[config.mk]
export PLATFORM = sky130hd
export DESIGN_NAME = i2c_xfer_fifo
export DESIGN_NICKNAME = d
export VERILOG_FILES = /design/src/rtl/i2cq_pkg.sv /design/src/rtl/i2cq_store.sv /design/src/rtl/i2cq_ctrl.sv /design/src/rtl/i2cq_wmark.sv /design/src/rtl/i2c_xfer_fifo.sv
export SDC_FILE = /design/constraint.sdc
export NUM_CORES = 1
export LEC_CHECK = 0
export CORE_MARGIN = 5
export CORE_UTILIZATION = 50
export CTS_CLUSTER_DIAMETER = 30
export DETAILED_ROUTE_END_ITERATION = 7
export PLACE_DENSITY_LB_ADDON = 0.2
export REMOVE_ABC_BUFFERS = 1
export SLEW_MARGIN = 40
export SYNTH_ARGS = -nofsm -noshare
export SYNTH_HDL_FRONTEND = slang
export SYNTH_SLANG_ARGS = --single-unit
[constraint.sdc]
create_clock -name clk -period 5.65 [get_ports clk]
set_clock_uncertainty 0.15 [all_clocks]
set_input_delay 1.13 -clock clk [delete_from_list [all_inputs] [get_ports clk]]
set_output_delay 1.13 -clock clk [all_outputs]
set_load 0.05 [all_outputs]
[src/rtl/i2cq_pkg.sv]
package i2cq_pkg;
  typedef enum logic {
    DIR_TX = 1'b0,
    DIR_RX = 1'b1
  } xfer_dir_e;

  function automatic int unsigned ptr_w(input int unsigned depth);
    return (depth > 1) ? $clog2(depth) : 1;
  endfunction
endpackage

[src/rtl/i2cq_store.sv]
module i2cq_store #(
  parameter int DATA_W = 8,
  parameter int DEPTH  = 16,
  parameter int AW     = 4
) (
  input  logic              clk,
  input  logic              wr_en,
  input  logic [AW-1:0]     wr_addr,
  input  logic [DATA_W-1:0] wr_data,
  input  logic              rd_en,
  input  logic [AW-1:0]     rd_addr,
  output logic [DATA_W-1:0] rd_data
);
  logic [DATA_W-1:0] mem [DEPTH];

  always_ff @(posedge clk) begin
    if (wr_en) mem[wr_addr] <= wr_data;
  end

  always_ff @(posedge clk) begin
    if (rd_en) rd_data <= mem[rd_addr];
  end
endmodule

[src/rtl/i2cq_ctrl.sv]
module i2cq_ctrl #(
  parameter int DEPTH = 16,
  parameter int AW    = 4,
  parameter int CW    = 5
) (
  input  logic          clk,
  input  logic          rst,
  input  logic          flush,
  input  logic          push,
  input  logic          pop,
  output logic          wr_en,
  output logic [AW-1:0] wr_addr,
  output logic          rd_en,
  output logic [AW-1:0] rd_addr,
  output logic [CW-1:0] cnt_nxt,
  output logic          full,
  output logic          empty,
  output logic          zero_out
);
  localparam logic [AW-1:0] LAST = AW'(DEPTH - 1);
  localparam logic [CW-1:0] CAP  = CW'(DEPTH);

  logic [AW-1:0] wptr_q, rptr_q;
  logic [CW-1:0] cnt_q;
  logic          full_q, empty_q, zero_q;
  logic          push_ok, pop_ok;

  function automatic logic [AW-1:0] bump(input logic [AW-1:0] p);
    return (p == LAST) ? '0 : p + 1'b1;
  endfunction

  assign push_ok = push && !full_q && !flush;
  assign pop_ok  = pop && !empty_q && !flush;

  always_comb begin
    if (flush)
      cnt_nxt = '0;
    else
      cnt_nxt = cnt_q + CW'(push_ok) - CW'(pop_ok);
  end

  always_ff @(posedge clk) begin
    if (rst || flush) begin
      wptr_q <= '0;
      rptr_q <= '0;
    end else begin
      if (push_ok) wptr_q <= bump(wptr_q);
      if (pop_ok)  rptr_q <= bump(rptr_q);
    end
  end

  always_ff @(posedge clk) begin
    if (rst) begin
      cnt_q   <= '0;
      full_q  <= 1'b0;
      empty_q <= 1'b1;
      zero_q  <= 1'b1;
    end else begin
      cnt_q   <= cnt_nxt;
      full_q  <= (cnt_nxt == CAP);
      empty_q <= (cnt_nxt == '0);
      if (flush)    zero_q <= 1'b1;
      else if (pop) zero_q <= empty_q;
    end
  end

  assign wr_en    = push_ok;
  assign wr_addr  = wptr_q;
  assign rd_en    = pop_ok;
  assign rd_addr  = rptr_q;
  assign full     = full_q;
  assign empty    = empty_q;
  assign zero_out = zero_q;

  p_no_overflow_r3: assert property (@(posedge clk) disable iff (rst)
    cnt_q <= CAP);
  p_full_drop_r3: assert property (@(posedge clk) disable iff (rst)
    (full_q && push && !pop && !flush) |=> full_q);
  p_empty_pop_r4: assert property (@(posedge clk) disable iff (rst)
    (empty_q && pop && !push && !flush) |=> (empty_q && zero_q));
  p_flush_r8: assert property (@(posedge clk) disable iff (rst)
    flush |=> (empty_q && !full_q));
  p_flag_excl_r1: assert property (@(posedge clk) disable iff (rst)
    !(full_q && empty_q));
endmodule

[src/rtl/i2cq_wmark.sv]
module i2cq_wmark #(
  parameter int LVL_W = 4,
  parameter int CW    = 5
) (
  input  logic             clk,
  input  logic             rst,
  input  logic [CW-1:0]    cnt_nxt,
  input  logic [LVL_W-1:0] af_level,
  input  logic [LVL_W-1:0] ae_level,
  input  logic             af_en,
  input  logic             ae_en,
  output logic             af_irq,
  output logic             ae_irq
);
  logic [CW-1:0] af_ext, ae_ext;

  assign af_ext = CW'(af_level);
  assign ae_ext = CW'(ae_level);

  always_ff @(posedge clk) begin
    if (rst) begin
      af_irq <= 1'b0;
      ae_irq <= 1'b0;
    end else begin
      af_irq <= af_en && (cnt_nxt >= af_ext);
      ae_irq <= ae_en && (cnt_nxt <= ae_ext);
    end
  end

  p_af_masked_r6: assert property (@(posedge clk) disable iff (rst)
    !af_en |=> !af_irq);
  p_ae_masked_r7: assert property (@(posedge clk) disable iff (rst)
    !ae_en |=> !ae_irq);
endmodule

[src/rtl/i2c_xfer_fifo.sv]
module i2c_xfer_fifo
  import i2cq_pkg::*;
#(
  parameter int DATA_W = 8,
  parameter int DEPTH  = 16,
  parameter int LVL_W  = ptr_w(DEPTH)
) (
  input  logic              clk,
  input  logic              rst,
  input  logic              flush,
  input  logic              rx_mode,
  input  logic [LVL_W-1:0]  af_level,
  input  logic [LVL_W-1:0]  ae_level,
  input  logic              af_irq_en,
  input  logic              ae_irq_en,
  input  logic              host_push,
  input  logic [DATA_W-1:0] host_wdata,
  input  logic              host_pop,
  output logic [DATA_W-1:0] host_rdata,
  input  logic              eng_push,
  input  logic [DATA_W-1:0] eng_wdata,
  input  logic              eng_pop,
  output logic [DATA_W-1:0] eng_rdata,
  output logic              full,
  output logic              empty,
  output logic              af_irq,
  output logic              ae_irq
);
  localparam int AW = ptr_w(DEPTH);
  localparam int CW = AW + 1;

  xfer_dir_e         dir;
  logic              push, pop;
  logic [DATA_W-1:0] wdata, rd_q;
  logic              wr_en, rd_en, zero_q;
  logic [AW-1:0]     wr_addr, rd_addr;
  logic [CW-1:0]     cnt_nxt;

  assign dir   = xfer_dir_e'(rx_mode);
  assign push  = (dir == DIR_RX) ? eng_push  : host_push;
  assign pop   = (dir == DIR_RX) ? host_pop  : eng_pop;
  assign wdata = (dir == DIR_RX) ? eng_wdata : host_wdata;

  i2cq_ctrl #(.DEPTH(DEPTH), .AW(AW), .CW(CW)) u_ctrl (
    .clk(clk), .rst(rst), .flush(flush), .push(push), .pop(pop),
    .wr_en(wr_en), .wr_addr(wr_addr), .rd_en(rd_en), .rd_addr(rd_addr),
    .cnt_nxt(cnt_nxt), .full(full), .empty(empty), .zero_out(zero_q)
  );

  i2cq_store #(.DATA_W(DATA_W), .DEPTH(DEPTH), .AW(AW)) u_store (
    .clk(clk), .wr_en(wr_en), .wr_addr(wr_addr), .wr_data(wdata),
    .rd_en(rd_en), .rd_addr(rd_addr), .rd_data(rd_q)
  );

  i2cq_wmark #(.LVL_W(LVL_W), .CW(CW)) u_wmark (
    .clk(clk), .rst(rst), .cnt_nxt(cnt_nxt),
    .af_level(af_level), .ae_level(ae_level),
    .af_en(af_irq_en), .ae_en(ae_irq_en),
    .af_irq(af_irq), .ae_irq(ae_irq)
  );

  assign host_rdata = zero_q ? '0 : rd_q;
  assign eng_rdata  = host_rdata;

  p_dir_tx_idle_r5: assert property (@(posedge clk) disable iff (rst)
    (!rx_mode && !flush && !host_push && !eng_pop && empty) |=> empty);
  p_dir_rx_idle_r5: assert property (@(posedge clk) disable iff (rst)
    (rx_mode && !flush && !eng_push && !host_pop && empty) |=> empty);
endmodule

; ---- Word level (Yosys, flattened, before mapping)
; Memory sizes are Yosys's and may differ from the RTL's. A register that Yosys moved wholly into a read port is not among the register bits.
; Index checks and enable logic that the tools add are counted.
[word_totals]
wordCells = 39
romBits = 0
n_memories = 1
output_inout_bits = 20
register_bits = 18
inputBits = 34
latch_bits = 0
ram_bits = 128
[op_classes]
shifts = 0
n_bitwise = 0
n_eq_ne = 3
n_div = 0
magnitude_cmp = 2
addsub = 4
mux = 9
mul = 0
reduce_logical = 12
[memory_table]
columns = memory, words, word_bits, rd, rd_clocked_by_memory_dff, write_ports, line
row1 = u_store.mem, 16, 8, 1, 1, 1, i2cq_store.sv:14  ; logic [DATA_W-1:0] mem [DEPTH];
[op_table]
columns = operator, n
row1 = $mux W8, 2
row2 = $add A4 B1 Y4 const B, 2
row3 = $eq A4 B4 Y1 const B, 2
row4 = $mux W4, 2
row5 = $logic_and A1 B1 Y1, 6
row6 = $add A5 B1 Y5, 1
row7 = $eq A5 B5 Y1 const B, 1
row8 = $ge A5 B4 Y1, 1
row9 = $le A5 B4 Y1, 1
row10 = $logic_not A5 Y1, 1
row11 = $mux W5, 1
row12 = $sub A5 B1 Y5, 1
row13 = $mux W1, 4
row14 = $logic_not A1 Y1, 3
row15 = $reduce_or A2 Y1, 1
row16 = $logic_or A1 B1 Y1, 1

; ---- Longest topological paths before layout
; Gate-level depths: netlist (run 1).
[depth]
ltp_word = 8
depth_mapped = 16

; ---- Modules after synthesis
; A second synthesis (run 1) with hierarchy kept.
[hier_totals]
hier_cells = 380
hier_area_um2 = 6591.3
[modules_own_cells]
columns = module, cells_per_inst, area_each_um2, instances
row1 = i2cq_store, 229, 5227.5, 1
row2 = i2cq_ctrl, 93, 835.8, 1
row3 = i2c_xfer_fifo, 27, 271.5, 1
row4 = i2cq_wmark, 31, 256.5, 1

; ---- Worst setup path after synthesis (run 1)
; No wires, ideal clock.
[synth_timing]
kind = input to register
start = input port rx_mode
end = register u_wmark.af_irq
required_time_ns = 5.378
slack_ns = 1.394
stages = 14
arrival_ns = 3.984
setup_ns = 0.122
cell_sequence = buf_4 -> mux2i_1 -> nor3_2 -> ha_1 -> inv_1 -> ha_1 -> a21o_1 -> a21oi_1 -> xor2_1 -> nor2_1 -> ha_1 -> a21oi_1 -> o21ai_0 -> o311a_1
[synth_via]
word_cells_on_any_way = 11
classes_between = 2 x add/sub / 1 x order compare / 3 x mux / 5 x reduce/logical
[synth_lines]
columns = element, line
row1 = "start, declared", i2c_xfer_fifo.sv:11  ; input logic rx_mode,
row2 = $mux W1, i2c_xfer_fifo.sv:41  ; assign pop = (dir == DIR_RX) ? host_pop : eng_pop;
row3 = $logic_and A1 B1 Y1 (2 in a row), i2cq_ctrl.sv:33  ; assign pop_ok = pop && !empty_q && !flush;
row4 = named net rd_en, i2c_xfer_fifo.sv:35  ; logic wr_en, rd_en, zero_q;
row5 = $sub A5 B1 Y5, i2cq_ctrl.sv:39  ; cnt_nxt = cnt_q + CW'(push_ok) - CW'(pop_ok);
row6 = $mux W5, i2cq_ctrl.sv:36  ; if (flush)
row7 = named net cnt_nxt[3], i2c_xfer_fifo.sv:37  ; logic [CW-1:0] cnt_nxt;
row8 = $ge A5 B4 Y1, i2cq_wmark.sv:25  ; af_irq <= af_en && (cnt_nxt >= af_ext);
row9 = $logic_and A1 B1 Y1, i2cq_wmark.sv:25
row10 = "end signal, assigned", i2cq_wmark.sv:25
row11 = "end, declared", i2cq_wmark.sv:12  ; output logic af_irq,
; The timed path passes the listed nets, and every way through them passes these cells.
; A chain may end at the register's enable or synchronous reset.

; ---- Worst setup path after layout (run 1)
[layout_timing]
start = input port rx_mode
end = register u_wmark.ae_irq
[layout_via]
elab_chain_cells = 8
word_cells_on_any_way = 11
classes_between = 2 x add/sub / 1 x order compare / 3 x mux / 5 x reduce/logical
[layout_lines]
columns = element, line
row1 = $mux W1, i2c_xfer_fifo.sv:40  ; assign push = (dir == DIR_RX) ? eng_push : host_push;
row2 = $logic_and A1 B1 Y1 (2 in a row), i2cq_ctrl.sv:32  ; assign push_ok = push && !full_q && !flush;
row3 = $add A5 B1 Y5, i2cq_ctrl.sv:39
row4 = $sub A5 B1 Y5 *, i2cq_ctrl.sv:39
row5 = $mux W5 *, i2cq_ctrl.sv:36
row6 = named net cnt_nxt[2], i2c_xfer_fifo.sv:37
row7 = $le A5 B4 Y1 *, i2cq_wmark.sv:26  ; ae_irq <= ae_en && (cnt_nxt <= ae_ext);
row8 = $logic_and A1 B1 Y1 *, i2cq_wmark.sv:26
row9 = "end signal, assigned", i2cq_wmark.sv:26
row10 = "end, declared", i2cq_wmark.sv:13  ; output logic ae_irq
; Mark *: on every way through the listed nets, which the timed path passes. The rest lies on a longest branch.

==> results of run 1 <==
==> placed cells by master (no fill, tap or decap), drive strengths merged, types with 3 or more instances in the layout <==
cell	netlist	layout
ha	18	18
clkdlybuf4s50	0	53
a21oi	20	20
nand2b	5	5
buf	18	7
nand2	9	9
nor2b	18	18
a211oi	9	9
nor3	5	5
clkbuf	10	20
mux2i	11	11
mux2	9	9
dfxtp	18	18
inv	17	17
clkinv	0	7
edfxtp	136	136
nor2	30	30
xnor2	3	3
mux4	32	32
xor2	3	3
==> through the flow <==
stage / util, % / cell area [um2]
floorplan: - / 6457
global placement: 55.30 / 7264
detailed placement: 55.53 / 7296
CTS: 59.66 / 7838
global route: 59.70 / 7843
finish: 59.70 / 7843
==> worst max path at each step <==
| stage | start | to | slack, ps | cells after the start |
|---|---|---|---|---|
| 6_report | rx_mode | u_wmark.ae_irq | 950 | 16 |
| 5_1_grt | rx_mode | u_wmark.ae_irq | 730 | 16 |
| 4_1_cts | rx_mode | u_wmark.ae_irq | 930 | 16 |
| 3_5_place_dp | rx_mode | u_wmark.ae_irq | 500 | 16 |
| 3_3_place_gp | rx_mode | u_wmark.ae_irq | 480 | 14 |
| 2_1_floorplan | rx_mode | u_wmark.af_irq | 1560 | 13 |
==> logic make-up after synthesis <==
kind of cell / count (synthesis) / synth area share [%]
AO/OA/AOI/OAI: 42 / 3.990
XOR/XNOR: 6 / 0.7905
adder cells (fa/ha/maj): 19 / 3.688
buffers and inverters: 45 / 3.839
flip-flops: 154 / 66.84
multiplexers: 52 / 14.87
AND/OR/NAND/NOR: 78 / 5.985
==> worst reg2reg max path: cells and delay by family (launching register included) <==
| family | cells | cell delay [ps] |
|---|---|---|
| compound gates | 1 | 50 |
| simple gates | 4 | 1140 |
| buf+inv | 2 | 100 |
| xor+xnor | 1 | 290 |
| fa+ha+maj | 4 | 1180 |
| flops | 1 | 370 |
==> flip-flops by register name, indices dropped and copies added, names as in the netlist <==
| register | cells |
|---|---|
| u_ctrl.zero_out | 1 |
| u_store.mem | 128 |
| u_ctrl.rd_addr | 4 |
| u_wmark.ae_irq | 1 |
| u_ctrl.cnt_q | 5 |
| u_ctrl.wr_addr | 4 |
| u_ctrl.full | 1 |
| u_store.rd_data | 8 |
| u_wmark.af_irq | 1 |
| u_ctrl.empty | 1 |
==> per-layer routing <==
layer	track usage, %	share of wire [%]	up-vias	wire [um]
li1	-	-	1639	-
met3	4.136	4.5	22	565
met2	27.71	49	81	6196
met1	22.20	44	1769	5589
met5	0	0	-	0
met4	6.952	2.3	0	289
==> layout make-up <==
| type | count | area [um2] |
|---|---|---|
| flip-flops and latches | 154 | 4451 |
| multi-input cells | 197 | 1983 |
| clock inverters | 11 | 105.1 |
| well taps | 176 | 220.2 |
| repair buffers | 60 | 583.1 |
| fillers | 1013 | 5295 |
| clock buffers | 20 | 436.7 |
| inverters | 17 | 63.81 |
==> power breakdown <==
part,switching (mW),leakage (nW),internal (mW)
registers,0.00634,1.37,1.26
logic,0.0963,0.916,0.0718
clock network,0.404,0.260,0.637
total,0.507,2.55,1.97
==> out/results.txt, run 1 <==
placed cells: 604
worst hold path class: reg2reg
crit path buf inv count: 5
period utilization: 83.11%
GP Congestion: 0.7680
Die Width: 125.3 um
hpwl dp: 8370 um
total CTS buffers: 17
Worst-path clk slew: 60 ps
vias after detailed routing: 3,511
# setup viols final: 0
Top delay family on crit path: buffers and inverters
grt total ovfl: 0
Async SR Flop Fraction: 0%
CTS sink cnt: 154
terminus of the critical flop-to-flop path: u_wmark.ae_irq
RSZ-0062 raised after global routing: no
outcome: finished clean
Slew Limit Fails: 0
CP startpoint kind: input pin
first-pass GRT wire length: 19,950 um
Seq/Total Area, Yosys: 66.84%
Post-Syn Area per Cell: 16.79 um2
hold_ws: 517.0 ps
CTS resizes: 0
maxcap violations: 0
root buf cell: clkbuf_16
crit-path max FO: 9
Non-Filler Instances: 635
Via density: 5.529
Ports: 54
Yosys top cell by area: edfxtp_1
drt first-iter violations: 282
total iterations of the first detailed-routing run: 4
remaining antenna violation count: 0
Max VDD drop: 209.6 uV
Power, Total: 2.475 mW
slowest stage delay, CP: 610 ps
total wire length: 12,640 um
Syn Std Cell Area: 6649 um2
DR DRC count: 0
Critical Path RT: 5820 ps
PD cells: 315.5 nW/um2
CTS tree: built
WHS Endpoint: u_ctrl.cnt_q[0]
top-count cell post-synth: edfxtp_1
largest net degree at the start of global routing: 38
R2R depth: 12
worst-margin pin slew: 872.2 ps
clk buf depth: 2
PnR worst setup slack: 954.1 ps
WL/cell: 19.91 um
Worst Hold Path Cells: 3
Slowest-stage cell, CP: clkdlybuf4s50_1
Synth Flop Type: edfxtp_1
share of layout cells above drive strength 1: 15.90%
final setup TNS: 0 ps
maximum clock frequency: 213.0 MHz
H-tree Lvls: 4
Die Y: 125.3 um
Final min period: 4696 ps
worst hold start: u_ctrl.cnt_q[0]
r2r startpoint: u_ctrl.empty
Setup CP Type: in2reg
Yosys top cell area share: 61.42%
Final #Nets: 500
Post-synth EDFFs: 136
I/O Buffers: 53
pre-CTS setup slack: 497.5 ps
post-CTS setup buffer count: 0
Core Area: 13,140 um2
num rows: 42
Syn Inst Count: 396
total global-route track usage: 17.03%
top cells by count, synth: edfxtp_1, nor2_1, a21oi_1
library cells used by synthesis: 43
clk_lat worst skew: 420 ps
number of global-route vias before repair: 3,664
CP Capture Type: flip-flop
final hold violations: 0
synthesis-to-finish area growth: 17.95%
Die Area: 15,700 um2
Hold-fix buffers, CTS: 0
Starting Density: 50.61%
initial antenna violation count: 0
crit path DAT: 4870 ps
synthesized flop and latch total: 154
Reg2Reg Setup Slack: 2260 ps
Syn. warnings: 0
Synth area leaders: edfxtp_1, mux4_1, mux4_2
worst rel slew slack: 41.77%
cell leakage power: 2.548 nW
crit-path cells: clkdlybuf4s50_1 -> buf_4 -> mux2_2 -> and2_1 -> inv_1 -> ha_1 -> inv_1 -> ha_1 -> inv_1 -> fa_1 -> xor2_1 -> nor2_1 -> ha_1 -> and4_1 -> a21oi_1 -> nor4_1
diode count: 0
(Power assumes the default switching activity.)
==> run 2: changes to the inputs <==
==> constraint.sdc (replaced) <==
create_clock -name clk -period 3.93 [get_ports clk]
set_clock_uncertainty 0.15 [all_clocks]
set_input_delay 0.786 -clock clk [delete_from_list [all_inputs] [get_ports clk]]
set_output_delay 0.786 -clock clk [all_outputs]
set_load 0.05 [all_outputs]
==> run 2 against run 1 <==
  * Flip-flop and latch count did not move
  * Critical path depth decreased by 1
  * Clock power is 38% higher
  * Sequential share of layout area is 0.81 points lower
  * Highest routed layer unchanged
  * First-iteration DRC count decreased by 21%
  * Via count rose by 1.4%
  * Global-route usage increased by 0.11 points
  * Worst setup slack got worse by 560 ps
  * Non-clock buffer count up 19
  * Utilization up 0.81 points
  * Largest cell class unchanged
==> out/results.txt, run 2 (synthesized netlist as in run 1, its figures left out) <==
remaining antenna violation count: 0 (unchanged)
Final Cell Area: 7949 um2 (+1.4%)
r2r startpoint: u_ctrl.full
worst hold start: u_ctrl.empty
CTS resizes: 0 (unchanged)
CP Capture Type: flip-flop
crit-path max FO: 2 (-7)
PD cells: 442.8 nW/um2 (+40%)
WHS Endpoint: u_ctrl.zero_out
Die Width: 125.3 um (unchanged)
slowest stage delay, CP: 450 ps (-160 ps)
GP Congestion: 0.7882 (+2.6%)
Non-Filler Instances: 654 (+3.0%)
terminus of the critical flop-to-flop path: u_wmark.ae_irq
placed cells: 623 (+3.1%)
largest net degree at the start of global routing: 24 (-37%)
worst rel slew slack: 46.07% (+4.3 points)
Ports: 54 (unchanged)
post-CTS setup buffer count: 0 (unchanged)
cell leakage power: 2.646 nW (+3.8%)
initial antenna violation count: 0 (unchanged)
synthesis-to-finish area growth: 19.55%
Largest Register: u_store.mem
Core Area: 13,140 um2 (unchanged)
hpwl dp: 8651 um (+3.4%)
R2R depth: 14 (+2)
root buf cell: clkbuf_16
I/O Buffers: 53 (unchanged)
Final min period: 3533 ps
met3 GRT Util: 5.245% (+1.1 points)
CP startpoint: host_push
DR DRC count: 0 (unchanged)
total global-route track usage: 17.14% (+0.11 points)
clk_lat worst skew: 410 ps (about the same)
total CTS buffers: 17 (unchanged)
pre-CTS setup slack: -375.3 ps (-872.8 ps)
RSZ-0062 raised after global routing: no
Slew Limit Fails: 0 (unchanged)
Starting Density: 50.61% (unchanged)
Die Y: 125.3 um (unchanged)
first-pass GRT wire length: 19,980 um (+0.14%)
drt first-iter violations: 222 (-21%)
Via density: 5.443 (-1.6%)
final hold violations: 0 (unchanged)
outcome: finished clean
clk buf depth: 2 (unchanged)
share of layout cells above drive strength 1: 18.62% (+2.7 points)
number of global-route vias before repair: 3,702 (+1.0%)
CP startpoint kind: input pin
Hold-fix buffers, CTS: 0 (unchanged)
total wire length: 12,660 um (+0.17%)
worst hold path class: reg2reg
Slowest-stage cell, CP: fa_1
M2 GR Usage: 28.76% (+1.0 points)
Die Area: 15,700 um2 (unchanged)
maximum clock frequency: 283.0 MHz
worst-margin pin slew: 807.9 ps (-64.34 ps)
num rows: 42 (unchanged)
grt total ovfl: 0 (unchanged)
max reg flops: 128 (unchanged)
Worst Hold Path Cells: 2 (-1)
maxcap violations: 0 (unchanged)
GRT Max-Usage Layer: met2
crit path DAT: 3700 ps (-1170 ps)
period utilization: 89.91%
Max VDD drop: 337.0 uV (+61%)
Final #Nets: 519 (+3.8%)
commonest cells after routing, fill and taps aside: edfxtp_1, clkdlybuf4s50_1, buf_4
PnR worst setup slack: 396.7 ps (-557.4 ps)
biggest regs: u_store.mem: 128 flops, u_store.rd_data: 8 flops, u_ctrl.cnt_q: 5 flops
total iterations of the first detailed-routing run: 4 (unchanged)
CTS sink cnt: 154 (unchanged)
placed inst area: 7420 um2 (+1.7%)
WL/cell: 19.36 um (-2.7%)
Worst-path clk slew: 50 ps (about the same)
most common cell after layout, fill and taps aside: edfxtp_1
diode count: 0 (unchanged)
fillers: 1,015 (+0.20%)
# setup viols final: 0 (unchanged)
Layout Utilization: 60.50% (+0.81 points)
CTS tree: built
crit-path cells: clkdlybuf4s50_1 -> mux2_2 -> and2_1 -> inv_1 -> ha_1 -> inv_1 -> ha_1 -> inv_1 -> fa_1 -> nor2_1 -> ha_1 -> nor2b_1 -> o211ai_1 -> a21oi_1 -> nor4_1
Critical Path RT: 4100 ps (-1720 ps)
Setup CP Type: in2reg
Power, Total: 3.520 mW (+42%)
H-tree Lvls: 4 (unchanged)
GR Util met1: 21.45% (-0.76 points)
Reg2Reg Setup Slack: 960 ps (-1300 ps)
vias after detailed routing: 3,560 (+1.4%)
-- run 2: changes by cell type in the layout (fill, tap and decap cells not counted), sizes merged --
cell           change
buf               +19
bufinv             -1
clkdlybuf4s50      -1
clkinv             +1
dlymetal6s2s       +1
-- run 2: final cells by class --
| cell class | count | area [um2] | area share [%] |
|---|---|---|---|
| well taps | 176 | 220.2 | 2.770 |
| repair buffers | 79 | 728.2 | 9.161 |
| clock inverters | 11 | 81.33 | 1.023 |
| flip-flops and latches | 154 | 4447 | 55.94 |
| inverters | 17 | 63.81 | 0.8028 |
| multi-input cells | 197 | 1972 | 24.81 |
| clock buffers | 20 | 436.7 | 5.493 |
-- run 2: how the worst max path moves through the flow --
stage	to	slack, ps	cells past startpoint
floorplan	u_wmark.af_irq	190	13
global placement	u_wmark.ae_irq	-300	15
detailed placement	u_wmark.ae_irq	-380	15
CTS	u_wmark.ae_irq	50	15
global route	u_wmark.ae_irq	140	15
finish	u_wmark.ae_irq	400	15
-- run 2: report_power, final --
group / internal, mW / leakage, nW / switching (mW)
Clock: 0.852 / 0.252 / 0.586
Sequential: 1.81 / 1.37 / 0.0104
Combinational: 0.121 / 1.02 / 0.141
Total: 2.78 / 2.65 / 0.737
-- run 2: per-stage QoR --
step                      TNS [ps]  hold WS, ps
after global placement      -622.3        466.1
after global routing             0        525.2
after CTS                        0        488.1
final                            0        484.8
after detailed placement    -941.5        484.3
after floorplan                  0        424.4
-- run 2: critical path, delay by kind of cell --
kind                     cells  cell delay [ps]
multiplexers                 1              270
AO/OA/AOI/OAI                2              230
buffers and inverters        4              570
adder cells (fa/ha/maj)      4             1080
AND/OR/NAND/NOR              4              730
-- run 2: metal layers --
metal | vias to the layer above | share of wire (%)
met2 | 87 | 51
met1 | 1781 | 43
met5 | - | 0
li1 | 1678 | -
met3 | 14 | 5.1
met4 | 0 | 1.1
